--- src/rtl/jabwd_pkg.sv ---
package jabwd_pkg;
  typedef enum logic {
    ST_PASS = 1'b0,
    ST_JAB  = 1'b1
  } jab_state_e;
endpackage

--- src/rtl/jabwd_tick.sv ---
module jabwd_tick #(
  parameter int TICK_DIV = 200000
) (
  input  logic clk,
  input  logic rst,
  output logic tick
);
  localparam int CW = (TICK_DIV > 1) ? $clog2(TICK_DIV) : 1;
  localparam logic [CW-1:0] LAST = CW'(TICK_DIV - 1);

  logic [CW-1:0] div_cnt;

  always_ff @(posedge clk) begin
    if (rst) begin
      div_cnt <= '0;
      tick    <= 1'b0;
    end else begin
      tick    <= (div_cnt == LAST);
      div_cnt <= (div_cnt == LAST) ? '0 : div_cnt + 1'b1;
    end
  end

  generate
    if (TICK_DIV > 1) begin : g_chk
      p_tick_spacing_r10: assert property (@(posedge clk) disable iff (rst)
        tick |=> !tick);
    end
  endgenerate
endmodule

--- src/rtl/jabwd_port.sv ---
module jabwd_port
  import jabwd_pkg::*;
#(
  parameter int TRIP_TICKS  = 14,
  parameter int QUIET_TICKS = 500
) (
  input  logic clk,
  input  logic rst,
  input  logic tick,
  input  logic off,
  input  logic act,
  output logic jab
);
  localparam int RW = $clog2(TRIP_TICKS + 1);
  localparam int QW = $clog2(QUIET_TICKS + 1);
  localparam logic [RW-1:0] RUN_LAST   = RW'(TRIP_TICKS - 1);
  localparam logic [QW-1:0] QUIET_LAST = QW'(QUIET_TICKS - 1);

  jab_state_e    st;
  logic [RW-1:0] run_cnt;
  logic [QW-1:0] quiet_cnt;

  always_ff @(posedge clk) begin
    if (rst || off) begin
      st        <= ST_PASS;
      run_cnt   <= '0;
      quiet_cnt <= '0;
    end else begin
      unique case (st)
        ST_PASS: begin
          if (!act) begin
            run_cnt <= '0;
          end else if (tick) begin
            if (run_cnt == RUN_LAST) begin
              st        <= ST_JAB;
              run_cnt   <= '0;
              quiet_cnt <= '0;
            end else begin
              run_cnt <= run_cnt + 1'b1;
            end
          end
        end
        ST_JAB: begin
          if (act) begin
            quiet_cnt <= '0;
          end else if (tick) begin
            if (quiet_cnt == QUIET_LAST) begin
              st        <= ST_PASS;
              quiet_cnt <= '0;
            end else begin
              quiet_cnt <= quiet_cnt + 1'b1;
            end
          end
        end
        default: st <= ST_PASS;
      endcase
    end
  end

  assign jab = (st == ST_JAB);

  p_trip_needs_act_r2: assert property (@(posedge clk) disable iff (rst)
    $rose(jab) |-> ($past(act) && $past(tick)));
  p_run_bound_r8: assert property (@(posedge clk) disable iff (rst)
    (st == ST_PASS) |-> (run_cnt < RW'(TRIP_TICKS)));
  p_release_idle_r4: assert property (@(posedge clk) disable iff (rst)
    ($fell(jab) && !$past(off)) |-> !$past(act));
  p_quiet_restart_r5: assert property (@(posedge clk) disable iff (rst)
    (jab && act && !off) |=> (jab && quiet_cnt == '0));
endmodule

--- src/rtl/jabber_watchdog.sv ---
module jabber_watchdog #(
  parameter int NPORTS      = 2,
  parameter int TICK_DIV    = 200000,
  parameter int TRIP_TICKS  = 14,
  parameter int QUIET_TICKS = 500
) (
  input  logic              clk,
  input  logic              rst,
  input  logic              jab_off,
  input  logic [NPORTS-1:0] tx_act,
  output logic [NPORTS-1:0] fwd_en,
  output logic [NPORTS-1:0] col_force,
  output logic [NPORTS-1:0] jab_stat_n
);
  logic              tick;
  logic [NPORTS-1:0] jab;

  jabwd_tick #(.TICK_DIV(TICK_DIV)) u_tick (
    .clk  (clk),
    .rst  (rst),
    .tick (tick)
  );

  generate
    for (genvar p = 0; p < NPORTS; p++) begin : g_port
      jabwd_port #(
        .TRIP_TICKS  (TRIP_TICKS),
        .QUIET_TICKS (QUIET_TICKS)
      ) u_port (
        .clk  (clk),
        .rst  (rst),
        .tick (tick),
        .off  (jab_off),
        .act  (tx_act[p]),
        .jab  (jab[p])
      );

      assign fwd_en[p]     = !jab[p];
      assign col_force[p]  = jab[p];
      assign jab_stat_n[p] = !jab[p];

      p_off_release_r6: assert property (@(posedge clk) disable iff (rst)
        jab_off |=> (fwd_en[p] && !col_force[p]));
      p_reset_state_r1: assert property (@(posedge clk)
        rst |=> (fwd_en[p] && jab_stat_n[p]));
    end
  endgenerate
endmodule

--- config.mk ---
export PLATFORM = sky130hd
export DESIGN_NAME = jabber_watchdog
export DESIGN_NICKNAME = d
export VERILOG_FILES = /design/src/rtl/jabwd_pkg.sv /design/src/rtl/jabwd_tick.sv /design/src/rtl/jabwd_port.sv /design/src/rtl/jabber_watchdog.sv
export SDC_FILE = /design/constraint.sdc
export NUM_CORES = 1
export LEC_CHECK = 0
export BUFFER_PORTS_ARGS = -buffer_cell sky130_fd_sc_hd__buf_2
export CELL_PAD_IN_SITES_DETAIL_PLACEMENT = 1
export CELL_PAD_IN_SITES_GLOBAL_PLACEMENT = 1
export CORE_MARGIN = 1.5
export CORE_UTILIZATION = 45
export CTS_CLUSTER_SIZE = 12
export DETAILED_ROUTE_END_ITERATION = 16
export PLACE_DENSITY_LB_ADDON = 0.2
export SETUP_SLACK_MARGIN = 0.5
export SYNTH_ARGS = -nofsm -noshare
export SYNTH_HDL_FRONTEND = slang
export SYNTH_SLANG_ARGS = --single-unit
--- constraint.sdc ---
create_clock -name clk -period 2.3 [get_ports clk]
set_clock_uncertainty 0.15 [all_clocks]
set_input_delay 0.46 -clock clk [delete_from_list [all_inputs] [get_ports clk]]
set_output_delay 0.46 -clock clk [all_outputs]
set_load 0.01 [all_outputs]
Word level (Yosys, flattened, before mapping). Index checks and enable logic that the tools add are counted.

Add/sub/neg operators: 5. Eq/ne operators: 15. Mux-type cells: 34. Bitwise logic cells: 2. Reduce and logical (&&, ||, !) cells: 8.

Operator list (count): $mux W9 (12); $pmux W9 S2 (2); $mux W4 (6); $add A18 B1 Y18 const B (1); $add A9 B1 Y9 const B (2); $eq A18 B18 Y1 const B (1); $eq A9 B9 Y1 const B (2); $mux W1 (12); $add A4 B1 Y4 const B (2); $eq A4 B4 Y1 const B (2); $ne A2 B1 Y1 const B (4); $ne A2 B2 Y1 const B (4); $reduce_and A4 Y1 (2); $ne A3 B3 Y1 const B (2); $pmux W1 S2 (2); $reduce_and A2 Y1 (2); $logic_not A1 Y1 (2); $not A1 Y1 (2); $reduce_or A2 Y1 (1); $logic_or A1 B1 Y1 (1).

Register bits: 47. Input port bits: 5. Output and inout port bits: 6. Word-level logic and storage cells: 72.

Longest topological paths before layout. Gate-level depths: netlist of the first run.

Depth in word-level cells: 5. Depth in mapped cells: 7. Mapped depth without buffers: 6.

By module. A second synthesis of the first run with hierarchy kept.

Cell total of the unflattened synthesis: 279. Area total of the unflattened synthesis: 2463.6 sq um.

Modules (own cells, without submodules): jabwd_port (times used 2, cells an instance 92, area an instance 808.3 sq um); jabwd_tick (times used 1, cells an instance 91, area an instance 824.5 sq um); jabber_watchdog (times used 1, cells an instance 4, area an instance 22.5 sq um).

Least setup slack after synthesis of the first run. No wires, ideal clock.

Kind: input to register. From: in tx_act[1]. To: reg g_port[1].u_port.quiet_cnt[5]. Setup time: 74 ps. Arrival time: 1608 ps. Slack: 468 ps. Cell stages on the path: 5. Path buffers: 1. Cells stage by stage: buf_6 -> or4b_4 -> a211oi_4 -> o21ai_1 -> a31oi_1.

Word-level cells in the longest chain between the ends: 2. Elaborated cells on any way between the ends: 5. Those cells by class: eq/ne: 2; mux: 2; reduce/logical: 1.

Ends and longest elaborated chain: from (decl) (line jabber_watchdog.sv:10) `input logic [NPORTS-1:0] tx_act,`; $ne A3 B3 Y1 (no line), or another cell as far along; $reduce_and A4 Y1 (no line) or $pmux W9 S2 (tied branches); to (signal assigned) (line jabwd_port.sv:51) `quiet_cnt <= quiet_cnt + 1'b1;`; to (decl) (line jabwd_port.sv:21) `logic [QW-1:0] quiet_cnt;`.

Parallel ways exist; a longest one is shown, timed or not. A chain may end at the register's enable or synchronous reset.

Final worst setup path of the first run.
From: reg g_port[1].u_port.run_cnt[1]. To: reg g_port[1].u_port.quiet_cnt[8].

Word-level cells in the longest chain between the ends: 3.

Ends and longest elaborated chain: from (decl) (line jabwd_port.sv:20) `logic [RW-1:0] run_cnt;`; from (signal assigned) (line jabwd_port.sv:39) `run_cnt <= run_cnt + 1'b1;`; $eq A4 B4 Y1 (line jabwd_port.sv:34) `if (run_cnt == RUN_LAST) begin`; $ne A2 B1 Y1 (no line); $reduce_and A4 Y1 (no line).

Every way passes these cells.

==> results of run 1 <==
[cells by family (layout without fill, tap and decap cells)]
| group | after synthesis | count (layout) | share of synthesized area (%) |
|---|---|---|---|
| compound gates | 64 | 64 | 16.3 |
| xor+xnor | 17 | 17 | 6.34 |
| fa+ha+maj | 7 | 7 | 3.73 |
| buf+inv | 22 | 49 | 4.69 |
| flops | 47 | 47 | 40.1 |
| simple gates | 123 | 123 | 28.8 |
[metrics by stage]
| step | instances | total power [mW] | hold slack [ns] | worst slack, ns | utilization, % |
|---|---|---|---|---|---|
| 4_1_cts | 374 | 1.39 | 0.222 | 0.503 | 52.5 |
| 6_report | 377 | 1.39 | 0.244 | 0.492 | 55.3 |
| 3_3_place_gp | 357 | 0.899 | 0.310 | 0.382 | 48.8 |
| 2_1_floorplan | 280 | 0.879 | 0.291 | 0.521 | - |
| 5_1_grt | 377 | 1.44 | 0.248 | 0.440 | 55.3 |
| 3_5_place_dp | 357 | 0.900 | 0.322 | 0.320 | 48.8 |
[metal layers]
layer  vias to the layer above  global-route usage, %
li1                       1058                      -
met1                      1029                   28.7
met2                        16                   35.3
met3                         8                   3.48
met4                         0                   5.95
met5                         -                      0
[registers in the layout (all words and copies together), names as in the netlist]
register	count
u_tick.div_cnt	18
u_tick.tick	1
g_port.u_port.quiet_cnt	18
g_port.u_port.run_cnt	8
g_port.u_port.jab	2
[final timing paths]
kind | end | startpoint | cells after the start | slack [ns]
hold / removal | u_tick.tick$_SDFF_PP0_ | rst | 2 | 0.24
setup reg to reg | g_port[1].u_port.quiet_cnt[8]$_SDFFE_PP0P_ | g_port[1].u_port.run_cnt[1]$_SDFFE_PP0P_ | 7 | 0.49
hold reg to reg | u_tick.div_cnt[0]$_SDFF_PP0_ | u_tick.div_cnt[0]$_SDFF_PP0_ | 1 | 0.33
setup / recovery | g_port[1].u_port.quiet_cnt[8]$_SDFFE_PP0P_ | g_port[1].u_port.run_cnt[1]$_SDFFE_PP0P_ | 7 | 0.49
[critical path, stage by stage, from the launching register on]
cell and delay, ns:
dfxtp_2 0.34, inv_2 0.07, ha_4 0.14, and3_4 0.20, a31oi_4 0.09, buf_6 0.15
or4_4 0.47, a21oi_2 0.14
[Yosys cell counts, types with 5 or more instances]
library cell	instances	share of area [%]
nand4_1	7	1.9
xnor2_1	13	4.9
dfxtp_1	47	40
nor2_1	28	4.5
inv_1	11	1.8
a21oi_1	24	5.1
or4_1	7	2.2
nand2_1	22	3.5
nor3_1	7	1.5
or3_1	11	2.9
a31oi_1	5	1.3
ha_1	7	3.7
o21ai_0	17	3.6
nand3_1	18	3.8
[area by class of cell]
type	count	area, um^2
inverters	11	41.3
clock buffers	5	68.8
flip-flops and latches	47	961
multi-input cells	211	1420
clock inverters	3	15.0
repair buffers	30	214
well taps	70	87.6
fillers	614	2270
[power by group through the flow]
stage	logic, mW	clock network, mW	registers [mW]
floorplan	0.0345	0	0.844
global placement	0.0534	0	0.845
detailed placement	0.0541	0	0.846
CTS	0.0556	0.510	0.827
global route	0.0681	0.538	0.831
finish	0.0612	0.495	0.829
[timing repair]
item,CTS,global route
setup buffers,8,3
pin swaps,4,9
cloned,1,0
resized for setup,13,31
setup endpoints to repair,28,28
==> metrics.yaml, run 1 <==
synth:
  synth-edff-count: 0
  synth_top_flop_cell: "dfxtp_1"
  ys_seq_area_share_pct: 40.1
  synthArstFlopShare_pct: 0
  ys_seq_elements: 47
  synth_area_um2: 2350
  synth_warnings: 0
  syn_nets: 292
  syn_avg_cell_area_um2: 8.38
  netlist_instances: 280
  ys_types: 44
grt:
  track_usage_pct: 21.3
  grt_pass1_vias: 1925
  grt_overflow: 0
  grt_pass1_wl_um: 9170
  grt_max_degree: 15
  grt_antenna_before_repair: 0
power:
  p_sw_share_pct: 23.9
  p_int_mw: 1.05
  irDropWorstVdd_mv: 0.430
  pwr-share-comb_pct: 4.4
  p_switching_uw: 332
  power.leakage_nw: 0.889
  p_clk_share_pct: 35.8
  seqPwrFrac_pct: 59.8
  power_density_nw_per_um2: 494
critical_path:
  path_class: "flop to flop"
  cp.required_ns: 2.39
  end_kind: "flop"
  cp-start-kind: "flop"
  arrival_ns: 1.89
  path_max_fanout: 5
route:
  dr.pass1.iters: 4
  route.met3.wl_um: 98
  vias_per_cell: 5.60
  highest_layer: "met4"
  ant_nets: 0
  avgRoutedWirePerCell_um: 15.6
  route.vias.total: 2111
  wl_met2_um: 2880
  drtIter0Drc: 83
  drc: 0
  met1Wirelength_um: 2850
  wl_um: 5900
floorplanning:
  start_util_pct: 46.3
  fp.coreArea_um2: 5070
  die_w_um: 75.2
  dieArea_um2: 5660
  num_rows: 26
  die_h_um: 75.2
  num_io_pins: 11
final_layout:
  synthToLayoutAreaGrowth_pct: 19.6
  nets: 318
  layout.cells.most_common_list: "dfxtp_1 (33), nor2_1 (27), nand2_1 (21), a21oi_1 (21)"
  layout-drive-gt1-share_pct: 26.4
  num_antenna_cells: 0
  layout_commonest_cell: "dfxtp_1"
  finish.instance_area_um2: 2810
clock_network:
  clock_path_buffers: 2
  hold_buffers: 0
  clkSlewWorstSetupHoldPaths_ns: 0.09
  htree_levels: 2
  clkLatencyLatePin_ns: 0.30
  cts_tree: "done"
  cts.sinks: 47
  cts_root_buffer: "clkbuf_8"
  cts_inserted_buffers: 5
place:
  dpl_cell_area_um2: 2480
  io_buffers: 10
  dp_hpwl_um: 3760
  place.gp.congestion: 0.745
status:
  outcome: "completed"
run:
  drv_cap: 0
worst_hold_path:
  hp-class: "primary input to flop"
timing:
  relSlewSlack_pct: 74.8
  fmax_mhz: 553
  hold_viol_final: 0
  rsz0062_at_grt: "true"
  period_share_pct: 78.6
  maxSlewViolCount: 0
  finalSetupTns_ns: 0
  setup_viol: 0
  fin_crit_ns: 1.81
  worst_slew_pin_slew_ns: 0.375
(Power assumes the default switching activity.)
==> inputs of run 2 (changes only) <==
==> constraint.sdc (replaced) <==
create_clock -name clk -period 1.8 [get_ports clk]
set_clock_uncertainty 0.15 [all_clocks]
set_input_delay 0.36 -clock clk [delete_from_list [all_inputs] [get_ports clk]]
set_output_delay 0.36 -clock clk [all_outputs]
set_load 0.01 [all_outputs]
==> run 2 against run 1 <==
- the flow now stops in global routing (5_1_grt)
- area after synthesis unchanged
- synthesized cell count is the same
==> metrics.yaml, run 2 <==
clock_network:
  cts_root_buffer: "clkbuf_8"
  cts.sinks: 47
  htree_levels: 2
  cts_inserted_buffers: 5
  hold_buffers: 0
  clock_path_buffers: 2
synth:
  synth-compound-area-share_pct: 16.3
  synth_area_um2: 2350
  ys_seq_area_share_pct: 40.1
  syn_avg_cell_area_um2: 8.38
  synthSimpleGateAreaFrac_pct: 28.8
  synthAdderAreaFrac_pct: 3.73
  netlist_instances: 280
  synth_top_family_by_area: "simple AND/OR/NAND/NOR gates"
  synth_top_area_share_pct: 40.1
  ys_seq_elements: 47
  synth_area_leader_cell: "dfxtp_1"
  synth-edff-count: 0
  ys_types: 44
  synth_top_flop_cell: "dfxtp_1"
  muxShareOfSynthArea_pct: 0
  synth.area.top_cells: "dfxtp_1 (40%), a21oi_1 (5.1%), xnor2_1 (4.9%)"
  synth_common_cells: "dfxtp_1 (47), nor2_1 (28), a21oi_1 (24)"
  synthXorXnorAreaFrac_pct: 6.34
  syn_nets: 292
  yosys.cell_count.top_type: "dfxtp_1"
  synthArstFlopShare_pct: 0
  synth_warnings: 0
floorplanning:
  num_io_pins: 11
  start_util_pct: 46.3
  die_h_um: 75.2
  die_w_um: 75.2
  num_rows: 26
place:
  io_buffers: 10
  place.gp.congestion: 0.794
  numPlacedInstances: 370
  dp_hpwl_um: 4270
grt:
  grt_max_degree: 14
  grt_antenna_before_repair: 0
status:
  outcome: "aborted with a tool error"
  haltStage: "global routing (5_1_grt)"
  firstError: "[ERROR DPL-0033] detailed placement checks failed during check placement."
timing:
  worst-ep-kind: "register data pin"
  crit_endpoint: "g_port[0].u_port.quiet_cnt[6]$_SDFFE_PP0P_/D"
[run 2: cell counts after synthesis]
Identical to the previous run, type by type.
[run 2: timing repair]
action,CTS
setup buffers,31
cloned,2
pin swaps,39
gates resized for setup,70
setup endpoints to repair,50
endpoints found under the hold margin,0
[run 2: stage by stage]
step | utilization, % | setup TNS (ns) | setup WS, ns | hold WS (ns) | area [um^2]
3_3_place_gp | 54.1 | 0 | 0.0136 | 0.305 | 2740
3_5_place_dp | 54.1 | -0.194 | -0.0440 | 0.315 | 2740
2_1_floorplan | - | 0 | 0.176 | 0.275 | 2560
4_1_cts | 66.4 | 0 | 0.0975 | 0.216 | 3370
[run 2: cell families after synthesis]
family                     after synthesis
DFF                                     47
buffers and inverters                   22
AOI/OAI and AO/OA                       64
and+or+nand+nor                        123
xor gates and xnor gates                17
adders and majority gates                7
==> inputs of run 3 (changes only) <==
==> config.mk (replaced) <==
export PLATFORM = sky130hd
export DESIGN_NAME = jabber_watchdog
export DESIGN_NICKNAME = d
export VERILOG_FILES = /design/src/rtl/jabwd_pkg.sv /design/src/rtl/jabwd_tick.sv /design/src/rtl/jabwd_port.sv /design/src/rtl/jabber_watchdog.sv
export SDC_FILE = /design/constraint.sdc
export NUM_CORES = 1
export LEC_CHECK = 0
export BUFFER_PORTS_ARGS = -buffer_cell sky130_fd_sc_hd__buf_2
export CORE_MARGIN = 1.5
export CORE_UTILIZATION = 30
export DETAILED_ROUTE_END_ITERATION = 16
export PLACE_DENSITY_LB_ADDON = 0.15
export SYNTH_ARGS = -nofsm -noshare
export SYNTH_HDL_FRONTEND = slang
export SYNTH_SLANG_ARGS = --single-unit
==> run 3 against run 2 <==
- the flow now finishes without violations
==> metrics.yaml, run 3 (synthesis results as in run 1) <==
floorplanning:
  num_rows: 32
  start_util_pct: 30.7
  die_w_um: 91.5
  die_h_um: 91.5
  num_io_pins: 11
  dieArea_um2: 8360
  fp.coreArea_um2: 7650
power:
  p_switching_uw: 435
  p_int_mw: 1.54
  power.leakage_nw: 1.02
  power_density_nw_per_um2: 661
  p_sw_share_pct: 22.0
  p_clk_share_pct: 42.3
  irDropWorstVdd_mv: 0.345
  pwr-share-comb_pct: 4.5
  seqPwrFrac_pct: 53.1
critical_path:
  reg2regPathDepth: 7
  slowest_stage: "or4_1"
  path_class: "flop to flop"
  cp.required_ns: 1.88
  crit_chain: "inv_2 -> ha_4 -> and3_4 -> a31oi_4 -> buf_6 -> or4_1 -> a21oi_1"
  path_max_fanout: 7
  max_stage_delay_ns: 0.46
  end_kind: "flop"
  cp-start-kind: "flop"
  arrival_ns: 1.85
route:
  dr.pass1.iters: 4
  avgRoutedWirePerCell_um: 12.1
  wl_um: 5240
  drtIter0Drc: 49
  drc: 0
  vias_per_cell: 4.91
  ant_nets: 0
  route.vias.total: 2124
place:
  dpl_cell_area_um2: 2760
  preCtsSetupSlack_ns: -0.0227
  dp_hpwl_um: 3750
  place.gp.congestion: 0.774
  io_buffers: 10
grt:
  grt_pass1_vias: 2059
  grt_max_degree: 16
  grt_antenna_before_repair: 0
  track_usage_pct: 13.7
  grt_overflow: 0
  grt_pass1_wl_um: 9370
timing:
  maxSlewViolCount: 0
  worst_slack_ns: 0.0328
  period_share_pct: 98.2
  hold_viol_final: 0
  relSlewSlack_pct: 67.0
  worst_slew_pin_slew_ns: 0.488
  setup_viol: 0
  fin_crit_ns: 1.77
  rsz0062_at_grt: "true"
  fmax_mhz: 566
final_layout:
  num_antenna_cells: 0
  layout.cells.most_common_list: "dfxtp_1 (42), buf_4 (42), nor2_1 (28), nand2_1 (22), a21oi_1 (22)"
  nets: 342
  reg.largest.list: "g_port.u_port.quiet_cnt x18, u_tick.div_cnt x18, g_port.u_port.run_cnt x8"
  synthToLayoutAreaGrowth_pct: 27.6
  layout-drive-gt1-share_pct: 26.6
  finish.instance_area_um2: 2990
  fillerInstances: 811
run:
  drv_cap: 0
clock_network:
  cts_root_buffer: "clkbuf_8"
  htree_levels: 2
  clkLatencyLatePin_ns: 0.30
  cts.sinks: 47
  cts_inserted_buffers: 5
  clkSlewWorstSetupHoldPaths_ns: 0.10
  clock_path_buffers: 2
  cts_tree: "done"
status:
  outcome: "completed"
worst_hold_path:
  min_path_cells: 3
  hp-class: "primary input to flop"
[run 3: final cells by class]
cell class                 count  area [um^2]  share of cell area (%)
multi-input combinational    211         1370                    45.7
tap                          102          128                    4.26
timing repair buffer          54          388                    13.0
clock inverter                 2         38.8                    1.30
inverter                      11         41.3                    1.38
clock buffer                   6         82.6                    2.76
sequential                    47          947                    31.6
[run 3: path summary, 6_finish.rpt]
check,start,endpoint,slack [ns]
worst min register to register,g_port[0].u_port.quiet_cnt[1]$_SDFFE_PP0P_,g_port[0].u_port.quiet_cnt[1]$_SDFFE_PP0P_,0.33
worst max register to register,g_port[1].u_port.run_cnt[1]$_SDFFE_PP0P_,g_port[1].u_port.quiet_cnt[8]$_SDFFE_PP0P_,0.03
worst max-delay path,g_port[1].u_port.run_cnt[1]$_SDFFE_PP0P_,g_port[1].u_port.quiet_cnt[8]$_SDFFE_PP0P_,0.03
worst min-delay path,tx_act[0],g_port[0].u_port.jab$_SDFF_PP0_,0.19
[run 3: metrics by stage]
stage | setup TNS, ns | power (mW) | utilization [%] | hold WS, ns | std cells
2_1_floorplan | 0 | 1.12 | - | 0.282 | 280
3_3_place_gp | -0.0319 | 1.16 | 36.1 | 0.314 | 422
3_5_place_dp | -0.0563 | 1.16 | 36.1 | 0.322 | 422
4_1_cts | 0 | 2.02 | 38.2 | 0.166 | 431
5_1_grt | -0.253 | 2.07 | 39.2 | 0.203 | 433
6_report | 0 | 1.98 | 39.2 | 0.185 | 433
[run 3: what timing repair did]
action,4_1_cts,5_1_grt
pin swaps,2,8
hold buffers,0,0
setup buffers,1,2
setup endpoints to repair,7,15
resized for setup,9,15
gates cloned,0,0
[run 3: power by group through the flow]
stage	logic, mW	registers, mW	clock network (mW)
floorplan	0.0441	1.08	0
global placement	0.0884	1.08	0
detailed placement	0.0870	1.08	0
CTS	0.0881	1.05	0.876
global route	0.103	1.05	0.910
finish	0.0893	1.05	0.838
[run 3: metal layers]
layer	track usage [%]	routed length [um]	vias to the layer above
li1	-	-	1116
met1	18.9	2650	983
met2	21.1	2430	23
met3	2.76	133	2
met4	4.43	37	0
met5	0	0	-
[run 3: worst max-delay path: cells and delay by family, from the launching register on]
family,cells,cell delay (ns)
DFF,1,0.34
adders and majority gates,1,0.12
and+or+nand+nor,2,0.65
buffers and inverters,2,0.20
AOI/OAI and AO/OA,2,0.24
